===== src/rtl/acc_guard_pkg.sv =====
package acc_guard_pkg;

    typedef enum logic [1:0] {
        ACC_READ  = 2'd0,
        ACC_WRITE = 2'd1,
        ACC_EXEC  = 2'd2,
        ACC_RSVD  = 2'd3
    } acc_kind_e;

    typedef enum logic [2:0] {
        FT_NONE     = 3'd0,
        FT_INVALID  = 3'd1,
        FT_PROTECT  = 3'd2,
        FT_PRIV     = 3'd3,
        FT_XLATE    = 3'd4,
        FT_BUS      = 3'd5,
        FT_INTERNAL = 3'd6,
        FT_RSVD     = 3'd7
    } fault_e;

    typedef struct packed {
        logic x;
        logic w;
        logic r;
    } rights_t;

    typedef struct packed {
        logic valid;
        logic allow;
        logic trap;
    } rsp_t;

    localparam int FT_W   = 3;
    localparam int N_SRC  = 3;

    // Rights granted by an access code in a given mode.
    function automatic rights_t rights_of(input logic [2:0] code, input logic sup);
        rights_t g;
        unique case (code)
            3'd0: g = '{x: 1'b0, w: 1'b0, r: 1'b1};
            3'd1: g = '{x: 1'b0, w: 1'b1, r: 1'b1};
            3'd2: g = '{x: 1'b1, w: 1'b0, r: 1'b1};
            3'd3: g = '{x: 1'b1, w: 1'b1, r: 1'b1};
            3'd4: g = '{x: 1'b1, w: 1'b0, r: 1'b0};
            3'd5: g = '{x: 1'b0, w: sup,  r: 1'b1};
            3'd6: g = '{x: sup,  w: 1'b0, r: sup};
            default: g = '{x: sup, w: sup, r: sup};
        endcase
        return g;
    endfunction

    // Priority rank of a fault type; larger wins.
    function automatic logic [2:0] rank_of(input fault_e f);
        logic [2:0] rk;
        unique case (f)
            FT_INTERNAL: rk = 3'd6;
            FT_XLATE:    rk = 3'd5;
            FT_BUS:      rk = 3'd4;
            FT_PRIV:     rk = 3'd3;
            FT_PROTECT:  rk = 3'd2;
            FT_INVALID:  rk = 3'd1;
            default:     rk = 3'd0;
        endcase
        return rk;
    endfunction

endpackage


===== src/rtl/acc_perm_decode.sv =====
module acc_perm_decode
    import acc_guard_pkg::*;
(
    input  logic [1:0] kind,
    input  logic       sup,
    input  logic [2:0] code,
    output logic       allow,
    output fault_e     deny_ft
);
    rights_t   grant;
    acc_kind_e k;

    always_comb begin
        grant = rights_of(code, sup);
        k     = acc_kind_e'(kind);
        unique case (k)
            ACC_READ:  allow = grant.r;
            ACC_WRITE: allow = grant.w;
            ACC_EXEC:  allow = grant.x;
            default:   allow = 1'b0;
        endcase
        if (allow)
            deny_ft = FT_NONE;
        else if (!sup && (code[2:1] == 2'b11))
            deny_ft = FT_PRIV;
        else
            deny_ft = FT_PROTECT;
    end
endmodule


===== src/rtl/acc_fault_pick.sv =====
module acc_fault_pick
    import acc_guard_pkg::*;
#(
    parameter int NS = 3
) (
    input  fault_e src [NS],
    output fault_e win
);
    always_comb begin
        win = FT_NONE;
        for (int i = 0; i < NS; i++) begin
            if (rank_of(src[i]) > rank_of(win))
                win = src[i];
        end
    end
endmodule


===== src/rtl/acc_fault_status.sv =====
module acc_fault_status
    import acc_guard_pkg::*;
#(
    parameter int BK_W  = 2,
    parameter int REG_W = 8
) (
    input  logic             clk,
    input  logic             rst,
    input  logic             rd,
    input  fault_e           new_ft,
    input  logic [BK_W-1:0]  new_bk,
    input  logic             ie_set,
    output fault_e           ft_q,
    output logic [REG_W-1:0] word
);
    localparam int BK_LSB = FT_W;
    localparam int IE_BIT = FT_W + BK_W;

    logic [BK_W-1:0] bk_q, bk_d, bk_base;
    logic            ie_q, ie_d, ie_base;
    fault_e          ft_d, ft_base;

    always_comb begin
        ft_base = rd ? FT_NONE : ft_q;
        bk_base = rd ? '0 : bk_q;
        ie_base = rd ? 1'b0 : ie_q;
        ft_d    = ft_base;
        bk_d    = bk_base;
        if (rank_of(new_ft) > rank_of(ft_base)) begin
            ft_d = new_ft;
            if (new_ft == FT_BUS)
                bk_d = new_bk;
        end
        ie_d = ie_base | ie_set;
    end

    always_ff @(posedge clk) begin
        if (rst) begin
            ft_q <= FT_NONE;
            bk_q <= '0;
            ie_q <= 1'b0;
        end else begin
            ft_q <= ft_d;
            bk_q <= bk_d;
            ie_q <= ie_d;
        end
    end

    always_comb begin
        word                     = '0;
        word[FT_W-1:0]           = ft_q;
        word[BK_LSB +: BK_W]     = bk_q;
        word[IE_BIT]             = ie_q;
    end
endmodule


===== src/rtl/acc_guard.sv =====
module acc_guard
    import acc_guard_pkg::*;
#(
    parameter int BK_W  = 2,
    parameter int REG_W = 8
) (
    input  logic             clk,
    input  logic             rst,
    input  logic             chk_valid,
    input  logic [1:0]       chk_kind,
    input  logic             chk_super,
    input  logic [2:0]       chk_code,
    output logic             rsp_valid,
    output logic             rsp_allow,
    output logic             trap,
    input  logic             ext_flt_valid,
    input  logic [2:0]       ext_flt_type,
    input  logic [BK_W-1:0]  ext_bus_kind,
    input  logic             int_err,
    input  logic             reg_sel,
    input  logic             reg_wr,
    output logic [REG_W-1:0] reg_rdata
);
    logic       dec_allow;
    fault_e     dec_ft;
    fault_e     cand [N_SRC];
    fault_e     win_ft;
    fault_e     fs_ft;
    logic [REG_W-1:0] fs_word;
    logic       rd_now;
    rsp_t       rsp_q;

    acc_perm_decode u_dec (
        .kind    (chk_kind),
        .sup     (chk_super),
        .code    (chk_code),
        .allow   (dec_allow),
        .deny_ft (dec_ft)
    );

    always_comb begin
        cand[0] = chk_valid     ? dec_ft                 : FT_NONE;
        cand[1] = ext_flt_valid ? fault_e'(ext_flt_type) : FT_NONE;
        cand[2] = int_err       ? FT_INTERNAL            : FT_NONE;
    end

    acc_fault_pick #(.NS(N_SRC)) u_pick (
        .src (cand),
        .win (win_ft)
    );

    assign rd_now = reg_sel && !reg_wr;

    acc_fault_status #(.BK_W(BK_W), .REG_W(REG_W)) u_fs (
        .clk    (clk),
        .rst    (rst),
        .rd     (rd_now),
        .new_ft (win_ft),
        .new_bk (ext_bus_kind),
        .ie_set (int_err),
        .ft_q   (fs_ft),
        .word   (fs_word)
    );

    always_ff @(posedge clk) begin
        if (rst) begin
            rsp_q <= '0;
        end else begin
            rsp_q.valid <= chk_valid;
            rsp_q.allow <= chk_valid && dec_allow;
            rsp_q.trap  <= chk_valid && !dec_allow;
        end
    end

    assign rsp_valid = rsp_q.valid;
    assign rsp_allow = rsp_q.allow;
    assign trap      = rsp_q.trap;
    assign reg_rdata = rd_now ? fs_word : '0;
endmodule


===== config.mk =====
export PLATFORM = sky130hd
export DESIGN_NAME = acc_guard
export DESIGN_NICKNAME = d
export VERILOG_FILES = /design/src/rtl/acc_guard_pkg.sv /design/src/rtl/acc_perm_decode.sv /design/src/rtl/acc_fault_pick.sv /design/src/rtl/acc_fault_status.sv /design/src/rtl/acc_guard.sv
export SDC_FILE = /design/constraint.sdc
export NUM_CORES = 1
export LEC_CHECK = 0
export BUFFER_PORTS_ARGS = -buffer_cell sky130_fd_sc_hd__buf_4
export CAP_MARGIN = 5
export CELL_PAD_IN_SITES_DETAIL_PLACEMENT = 0
export CELL_PAD_IN_SITES_GLOBAL_PLACEMENT = 2
export CORE_ASPECT_RATIO = 1.1
export CORE_MARGIN = 2
export CORE_UTILIZATION = 32
export DETAILED_ROUTE_END_ITERATION = 10
export PLACE_DENSITY_LB_ADDON = 0.1
export SLEW_MARGIN = 20
export SYNTH_ARGS = -nofsm -noshare
export SYNTH_HDL_FRONTEND = slang
export SYNTH_HIERARCHICAL = 1
export SYNTH_SLANG_ARGS = --single-unit

===== constraint.sdc =====
create_clock -name clk -period 7.2 [get_ports clk]
set_clock_uncertainty 0.05 [all_clocks]
set_input_delay 0.72 -clock clk [delete_from_list [all_inputs] [get_ports clk]]
set_output_delay 0.72 -clock clk [all_outputs]
set_load 0.03 [all_outputs]

==> results.ini <==
[layout]
antenna_cells = 0
drive_gt1_share_pct = 24.4
nets = 192
mostFrequentLayoutCell = buf_4
area_growth_pct = 21.3
mostFrequentLayoutCells = buf_4, nor2_1, nand2_1
stdcell_area_sq_um = 1330

[worst_setup_path]
path_class = input port to register
critPathRequiredTime_ns = 7.30
end_kind = register
cp-start-kind = input port
critPathArrivalTime_ns = 5.01
cp_max_fo = 5

[floorplan]
dieWidth_um = 59.7
die_h_um = 65.3
coreArea_sq_um = 3300
top_level_ports = 29
initial_core_util_pct = 33.1
row_count = 22
die-area_sq_um = 3900

[logic_synthesis]
synth_seq_cells = 9
yosys.cell_types.count = 41
synth_area_sq_um = 1090
syn_avg_cell_area_sq_um = 8.03
ys_seq_area_share_pct = 16.5
syn-instance-count = 136
yosys_warnings = 6

[run]
max-cap-violations = 0

[cts]
clockBufferDepth = 2
hold_buffers = 0
clk_pin_slew_ns = 0.06
cts_sinks = 9
cts_tree = done
clock_latency_ns = 0.25
root_buffer = clkbuf_4
cts_resized = 0
h-tree-depth = 1
postCtsSetupRepairBufs = 0
numCtsBuffers = 3

[power_and_ir_drop]
finalPower_uw = 325
ir_drop_mv = 0.0902
p_per_area_nw_per_um2 = 245
leakagePower_nw = 0.624

[global_route]
antenna_found_initial = 0
overflow = 0
grt_pass1_vias = 960
grtUsageTotal_pct = 12.4
grt_max_degree = 10
grt_pass1_wl_mm = 3.88

[placement]
dp_hpwl_mm = 2.01
port_buffers = 26
gp_congestion = 0.759
placed_cell_area_sq_um = 1300

[drt]
drc = 0
avgRoutedWirePerCell_um = 11.5
totalWireLength_mm = 2.29
drt_first_pass_iters = 3
via_per_inst = 5.03
vias = 1006
first_iter_violations = 19
ant_nets = 0

[sta]
grt_setup_unrepaired = no
fmax_mhz = 204
setup_violations = 0
tns_ns = 0
slew_viol_final = 0
hold_viol_final = 0
finalCriticalPeriod_ns = 4.91
period_share_pct = 68.2

[min_path]
hold_path.class = register to register

[status]
outcome = finished clean

## through the flow
stage	hold WS, ns	std cells	worst slack [ns]	utilization, %
after CTS	0.446	200	2.25	40.1
final	0.449	200	2.29	40.1
after global placement	0.428	196	2.07	39.3
after global routing	0.484	200	1.94	40.1
after floorplan	0.406	141	2.65	-
after detailed placement	0.433	196	1.98	39.3
## sequential cells by signal, summed over array words and instances, names as in the netlist
register and flops:
rsp_allow 1, rsp_valid 1, trap 1, u_fs/bk_q 2
u_fs/ft_q 3, u_fs/ie_q 1
## power breakdown
part	total [mW]	internal (mW)	switching (mW)
Combinational	0.216	0.0982	0.118
Clock	0.0379	0.0213	0.0166
Sequential	0.0704	0.0604	0.00992
## worst max-delay path, stage by stage
cell and delay [ns]:
buf_4 0.11, nor2b_2 0.15, and2_1 0.14, and2_1 0.20
mux2i_1 0.22, inv_1 0.07, ha_1 0.27, nand3_1 0.18
nand2_4 0.09, o21bai_1 0.19, a21boi_1 0.22, ha_1 0.26
nor2b_1 0.13, o21ai_1 0.24, a211oi_1 0.13, a31oi_1 0.35
nand2_1 0.14, and2_1 0.20, ha_1 0.31, and3b_4 0.20
o21ai_4 0.22, mux2i_1 0.21, nor2_1 0.05
## cell type report
cell class,count,area (sq um)
tap,36,45.0
clock buffer,4,26.3
sequential,9,180
multi-input combinational,120,860
fill,382,1980
timing repair buffer,26,195
inverter,5,18.8
## synth_stat cells
| cell type | count | share of area, % |
|---|---|---|
| a21boi_0 | 4 | 2.7 |
| nand2b_1 | 1 | 0.57 |
| conb_1 | 3 | 1.0 |
| a211o_1 | 1 | 0.80 |
| o21ai_4 | 1 | 1.5 |
| dfxtp_1 | 9 | 16 |
| and3b_1 | 9 | 7.2 |
| and3_1 | 1 | 0.57 |
| a21boi_1 | 3 | 2.1 |
| nor3b_1 | 2 | 1.4 |
| and3b_4 | 1 | 1.1 |
| o21bai_1 | 2 | 1.4 |
| nor2b_1 | 5 | 2.9 |
| o21ai_0 | 1 | 0.46 |
| o21a_1 | 1 | 0.69 |
| a211oi_4 | 1 | 1.8 |
| a211oi_1 | 3 | 2.1 |
| nand2_4 | 1 | 1.0 |
| o211a_1 | 1 | 0.92 |
| and2_1 | 8 | 4.6 |
| or2_4 | 1 | 0.80 |
| nor2_2 | 1 | 0.57 |
| or2_1 | 1 | 0.57 |
| mux2i_1 | 8 | 7.3 |
| nor2b_2 | 1 | 0.80 |
| nor2_1 | 11 | 3.8 |
| a21o_1 | 1 | 0.69 |
| inv_1 | 4 | 1.4 |
| a21oi_1 | 4 | 1.8 |
| nand3_1 | 5 | 2.3 |
| o211ai_2 | 1 | 1.1 |
| buf_4 | 7 | 4.8 |
| a31oi_1 | 3 | 1.7 |
| inv_2 | 1 | 0.34 |
| o21ai_1 | 1 | 0.46 |
| a21o_2 | 1 | 0.80 |
| nand2_1 | 11 | 3.8 |
| ha_1 | 9 | 10 |
| o311ai_2 | 1 | 1.5 |
| nand4_1 | 3 | 1.7 |
| o211ai_1 | 3 | 2.1 |
## per-layer routing
metal  share of wire [%]  up-vias  GRT usage, %
met5                   0        -             0
met4                   0        0          2.50
met3                 2.3        0          1.18
met2                  50       15          22.0
met1                  48      459          16.0
li1                    -      532             -
## worst paths after layout
kind	startpoint	end	slack [ns]	depth (start not counted)
setup / recovery	chk_code[2]	u_fs/ft_q[1]	2.29	23
hold / removal	u_fs/ie_q	u_fs/ie_q	0.45	2
setup reg to reg	u_fs/ft_q[2]	u_fs/ft_q[1]	5.36	7
hold reg to reg	u_fs/ie_q	u_fs/ie_q	0.45	2
## logic make-up after synthesis
kind of cell,synth area share [%]
AND/OR/NAND/NOR,33.7
AO/OA/AOI/OAI,24.6
buffers and inverters,6.53
adder cells (fa/ha/maj),10.3
flip-flops,16.5
multiplexers,7.33
other,1.03
Power figures use the tool's default switching activity.
